**src/rtl/oeg_pkg.sv**
```systemverilog
package oeg_pkg;
  // Idle state encoding per lane; both upper codes mean high impedance.
  typedef enum logic [1:0] {
    IDLE_LOW    = 2'b00,
    IDLE_HIGH   = 2'b01,
    IDLE_HIZ    = 2'b10,
    IDLE_HIZ_B  = 2'b11
  } idle_e;
endpackage

```
**src/rtl/oeg_sync.sv**
```systemverilog
module oeg_sync #(
  parameter int W      = 3,
  parameter int STAGES = 2
) (
  input  logic         clk,
  input  logic         rst_n,
  input  logic [W-1:0] async_i,
  output logic [W-1:0] sync_o
);
  logic [W-1:0] stg_q [STAGES];
  logic [W-1:0] stg_d [STAGES];

  always_comb begin
    stg_d[0] = async_i;
    for (int s = 1; s < STAGES; s++) stg_d[s] = stg_q[s-1];
  end

  // Reset to all ones: the pins read as "disable" until they are sampled.
  always_ff @(posedge clk or negedge rst_n) begin
    if (!rst_n) begin
      for (int s = 0; s < STAGES; s++) stg_q[s] <= '1;
    end else begin
      for (int s = 0; s < STAGES; s++) stg_q[s] <= stg_d[s];
    end
  end

  assign sync_o = stg_q[STAGES-1];
endmodule

```
**src/rtl/oeg_route.sv**
```systemverilog
module oeg_route #(
  parameter int N_PIN = 3,
  parameter int N_OUT = 8
) (
  input  logic [N_PIN-1:0]       pin_hi_i,
  input  logic [N_PIN*N_OUT-1:0] link_i,
  output logic [N_OUT-1:0]       want_en_o
);
  // A lane wants to run unless some linked pin requests disable.
  always_comb begin
    for (int j = 0; j < N_OUT; j++) begin
      want_en_o[j] = 1'b1;
      for (int i = 0; i < N_PIN; i++) begin
        if (link_i[i*N_OUT+j] && pin_hi_i[i]) want_en_o[j] = 1'b0;
      end
    end
  end
endmodule

```
**src/rtl/oeg_lane.sv**
```systemverilog
module oeg_lane
  import oeg_pkg::*;
(
  input  logic       clk,
  input  logic       rst_n,
  input  logic       div_i,
  input  logic       want_en_i,
  input  logic [1:0] mode_i,
  output logic       gate_o,
  output logic       out_o,
  output logic       oe_o
);
  logic  gate_q, gate_d, upd_en;
  idle_e mode;

  assign mode   = idle_e'(mode_i);
  // Decision is taken only while the divided clock is low.
  assign upd_en = ~div_i;

  always_comb begin
    gate_d = gate_q;
    if (upd_en) gate_d = want_en_i;
  end

  always_ff @(posedge clk or negedge rst_n) begin
    if (!rst_n) gate_q <= 1'b0;
    else        gate_q <= gate_d;
  end

  always_comb begin
    if (gate_q) begin
      out_o = div_i;
      oe_o  = 1'b1;
    end else begin
      unique case (mode)
        IDLE_LOW:  begin out_o = 1'b0; oe_o = 1'b1; end
        IDLE_HIGH: begin out_o = 1'b1; oe_o = 1'b1; end
        default:   begin out_o = 1'b0; oe_o = 1'b0; end
      endcase
    end
  end

  assign gate_o = gate_q;
endmodule

```
**src/rtl/clk_oe_gate.sv**
```systemverilog
module clk_oe_gate #(
  parameter int N_OUT  = 8,
  parameter int N_PIN  = 3,
  parameter int STAGES = 2
) (
  input  logic                   clk,
  input  logic                   rst_n,
  input  logic [N_OUT-1:0]       div_clk,
  input  logic [N_PIN-1:0]       en_n,
  input  logic [N_PIN*N_OUT-1:0] link_map,
  input  logic [2*N_OUT-1:0]     idle_mode,
  output logic [N_OUT-1:0]       clk_out,
  output logic [N_OUT-1:0]       clk_oe
);
  localparam int MAP_W = N_PIN * N_OUT;

  logic [1:0]       rst_pipe;
  logic             rst_int_n;
  logic [N_PIN-1:0] pin_hi;
  logic [N_OUT-1:0] want_en;
  logic [N_OUT-1:0] gate_vec;

  // Asserted asynchronously, released on the clock.
  always_ff @(posedge clk or negedge rst_n) begin
    if (!rst_n) rst_pipe <= 2'b00;
    else        rst_pipe <= {rst_pipe[0], 1'b1};
  end
  assign rst_int_n = rst_pipe[1];

  oeg_sync #(.W(N_PIN), .STAGES(STAGES)) u_sync (
    .clk     (clk),
    .rst_n   (rst_int_n),
    .async_i (en_n),
    .sync_o  (pin_hi)
  );

  oeg_route #(.N_PIN(N_PIN), .N_OUT(N_OUT)) u_route (
    .pin_hi_i  (pin_hi),
    .link_i    (link_map[MAP_W-1:0]),
    .want_en_o (want_en)
  );

  for (genvar j = 0; j < N_OUT; j++) begin : g_lane
    oeg_lane u_lane (
      .clk       (clk),
      .rst_n     (rst_int_n),
      .div_i     (div_clk[j]),
      .want_en_i (want_en[j]),
      .mode_i    (idle_mode[2*j +: 2]),
      .gate_o    (gate_vec[j]),
      .out_o     (clk_out[j]),
      .oe_o      (clk_oe[j])
    );
  end
endmodule

```
**config.mk**
```make
export PLATFORM = sky130hd
export DESIGN_NAME = clk_oe_gate
export DESIGN_NICKNAME = d
export VERILOG_FILES = /design/src/rtl/oeg_pkg.sv /design/src/rtl/oeg_sync.sv /design/src/rtl/oeg_route.sv /design/src/rtl/oeg_lane.sv /design/src/rtl/clk_oe_gate.sv
export SDC_FILE = /design/constraint.sdc
export NUM_CORES = 1
export LEC_CHECK = 0
export ABC_CLOCK_PERIOD_IN_PS = 1500
export BUFFER_PORTS_ARGS = -buffer_cell sky130_fd_sc_hd__buf_2
export CORE_UTILIZATION = 30
export CTS_CLUSTER_SIZE = 14
export DETAILED_ROUTE_END_ITERATION = 8
export PLACE_DENSITY = 0.74
export SYNTH_ARGS = -nofsm -noshare
export SYNTH_HDL_FRONTEND = slang
export SYNTH_SLANG_ARGS = --single-unit
```
**constraint.sdc**
```tcl
create_clock -name clk -period 1.5 [get_ports clk]
set_input_delay 0.375 -clock clk [delete_from_list [all_inputs] [get_ports clk]]
set_output_delay 0.375 -clock clk [all_outputs]
set_load 0.05 [all_outputs]
```
==> results by group <==
Yosys
  – Yosys warning count: 0
  – Syn_nets: 140
  – Mapped Cells: 87
  – Cell Area, Synth: 903 um^2
  – Yosys reg bits: 16
  – Register area share after synthesis: 45.2%
  – Post-synth cell types: 16
  – Post-Syn Area per Cell: roughly 10 um^2

Finish
  – Util after Layout: 45.8%
  – Area Overhead vs Synth: 42.2%
  – N_diodes: 0
  – Most frequent cells in the layout: buf_2 (59), a22o_1 (13), dfrtp_1 (10)
  – Post-Layout Cell Count: 174
  – Layout cells sized above 1: between 60% and 70%
  – Fin area: between 1000 and 1500 um^2
  – Final #Nets: 197
  – Commonest non-fill, non-tap cell in the layout: buf_2

Min path
  – HP Class: in -> reg

CTS
  – CTS tree: done
  – H-tree depth: 1
  – Max Buffers Root-to-Sink: 2
  – Worst skew pair latency: 0.29 ns
  – CTS root buffer: clkbuf_4
  – Clock-pin slew on the worst setup and hold paths: 0.10 ns
  – Num CTS Buffers: 3
  – Clock Sink Count: 16

Routing
  – Via count: 855
  – Routed len/inst: 12.8 um
  – Vias per inst: between 4 and 5
  – First DRT Iteration DRCs: 16
  – Antenna-violating nets left: 0
  – DR pass1 iterations: 6
  – Post-route DRC violation count: 10
  – Final WL: 2220 um

GRT
  – Total GRT Usage: between 10% and 20%
  – First-pass GRT wire length: 3500 um
  – Largest net degree at the start of global routing: 15
  – Initial antenna violation count: 0
  – Vias in the first global route: 878
  – Congestion Overflow GR: 0

Floorplanning
  – Die area: approximately 3200 um^2
  – # rows: 19
  – Die width: 56.9 um
  – I/O pins: 69
  – Initial core utilization: 32.2%
  – Die height: about 57 um
  – Core footprint: 2810 um^2

Setup path
  – Critical path peak fanout: 3
  – Worst EP required: 1.12 ns
  – Crit start category: flop
  – Worst EP arrival: 1.15 ns
  – Setup CP Type: reg -> out
  – Crit. End Element: output port

Power
  – Maximum vdd ir drop: 0.000521 V
  – Leakage Power: around 0.67 nW
  – Power density cells: a little under 1000 nW/um^2

Flow run
  – Max-cap viol count: 0

Timing
  – Final Worst Setup Slack: -0.0250 ns
  – FMAX: between 600 and 700 MHz
  – RSZ-0062 raised after global routing: true
  – Worst hold margin: 0.178 ns
  – Final worst-path cycle share: 102%
  – Tightest Pin Transition: 0.580 ns
  – Crit path time final: between 1.5 and 2 ns
  – Slew Limit Fails: 0
  – Final hold vios: 0
  – Slew headroom: 61.3%
  – Worst Skew: 0.00314 ns
  – Setup violations, final: 3

Outcome
  – Status: finished with violations
  – Failing checks: design-rule violations, negative setup slack

Placement
  – Buffers on Ports: approximately 70
  – Routability congestion estimate: 0.611
  – Placed cell area: 1130 um^2
  – Cell Count Post-Placement: 167
## cell usage after synthesis
| master | count | share of area [%] |
|---|---|---|
| dfstp_2 | 6 | 17 |
| o21ai_0 | 3 | 1.7 |
| a22oi_2 | 1 | 1.4 |
| buf_4 | 16 | 13 |
| a21oi_1 | 5 | 2.8 |
| buf_6 | 2 | 2.5 |
| dfrtp_1 | 10 | 28 |
| nand2b_1 | 11 | 7.6 |
| a21o_1 | 3 | 2.5 |
| conb_1 | 1 | 0.42 |
| nand2_1 | 3 | 1.2 |
| buf_2 | 1 | 0.55 |
| a22oi_1 | 4 | 3.3 |
| nor2_1 | 5 | 2.1 |
| o21ai_2 | 3 | 2.9 |
| a22o_1 | 13 | 13 |
## worst max-delay path, cell delays in order (launching register included)
cell      delay (ns)
dfrtp_1         0.41
nand2b_4        0.15
o21ai_2         0.14
buf_6           0.17
## final timing paths
kind / startpoint / to / slack, ns / cells past startpoint
setup / recovery: g_lane[1].u_lane.gate_o$_DFFE_PN0N_ / clk_out[1] / -0.02 / 3
hold / removal: en_n[2] / u_sync.stg_d[2]$_DFF_PN1_ / 0.18 / 1
setup reg to reg: u_sync.sync_o[0]$_DFF_PN1_ / g_lane[5].u_lane.gate_o$_DFFE_PN0N_ / 0.39 / 2
hold reg to reg: rst_pipe[1]$_DFF_PN0_ / g_lane[4].u_lane.gate_o$_DFFE_PN0N_ / 0.24 / 0
max in group asynchronous: rst_pipe[1]$_DFF_PN0_ / u_sync.stg_d[2]$_DFF_PN1_ / 0.88 / 0
min in group asynchronous: rst_pipe[1]$_DFF_PN0_ / g_lane[4].u_lane.gate_o$_DFFE_PN0N_ / 0.24 / 0
## stage by stage
stage,total power [W],worst slack (ns),TNS (ns)
after floorplan,0.000828,0.301,0
after global placement,0.000885,0.175,0
after detailed placement,0.000896,0.147,0
after CTS,0.00123,-0.0428,-0.149
after global routing,0.00131,-0.0856,-0.447
final,0.00125,-0.0250,-0.0324
## power by group
part	switching (W)	internal, W
logic	0.000246	0.000190
registers	0.0000426	0.000473
clock network	0.000145	0.000148
## layout make-up
cell class	count	area [um^2]
well taps	31	38.8
multi-input cells	52	384
flip-flops and latches	16	408
clock buffers	4	36.3
fillers	276	1520
repair buffers	71	418
## flip-flops by register name (all words and copies together), names as in the netlist
signal and cells:
rst_pipe 2, u_sync.stg_d 3, u_sync.sync_o 3, g_lane.u_lane.gate_o 8
## timing repair
action | in CTS | in global routing
pin swaps | 0 | 4
endpoints found under the setup margin | 8 | 9
resized for setup | 15 | 13
endpoints found under the hold margin | 2 | 0
buffers inserted | 0 | 2
gates cloned | 0 | 0
hold buffers | 1 | 0
## layer usage
metal  vias up  global-route usage [%]  part of all wire (%)  wire length (um)
li1        406                       -                     -                 -
met1       409                    14.1                    38               839
met2        40                    29.3                    55              1230
met3         0                    4.15                   6.7               150
met4         0                    1.05                     0                 0
met5         -                       0                     0                 0
## cells by family after synthesis
family / synth area share (%)
other: 0.415
buffers and inverters: 16.3
AND/OR/NAND/NOR: 10.9
AO/OA/AOI/OAI: 27.1
flip-flops: 45.2
No activity file was read; power rests on OpenSTA's default activity.
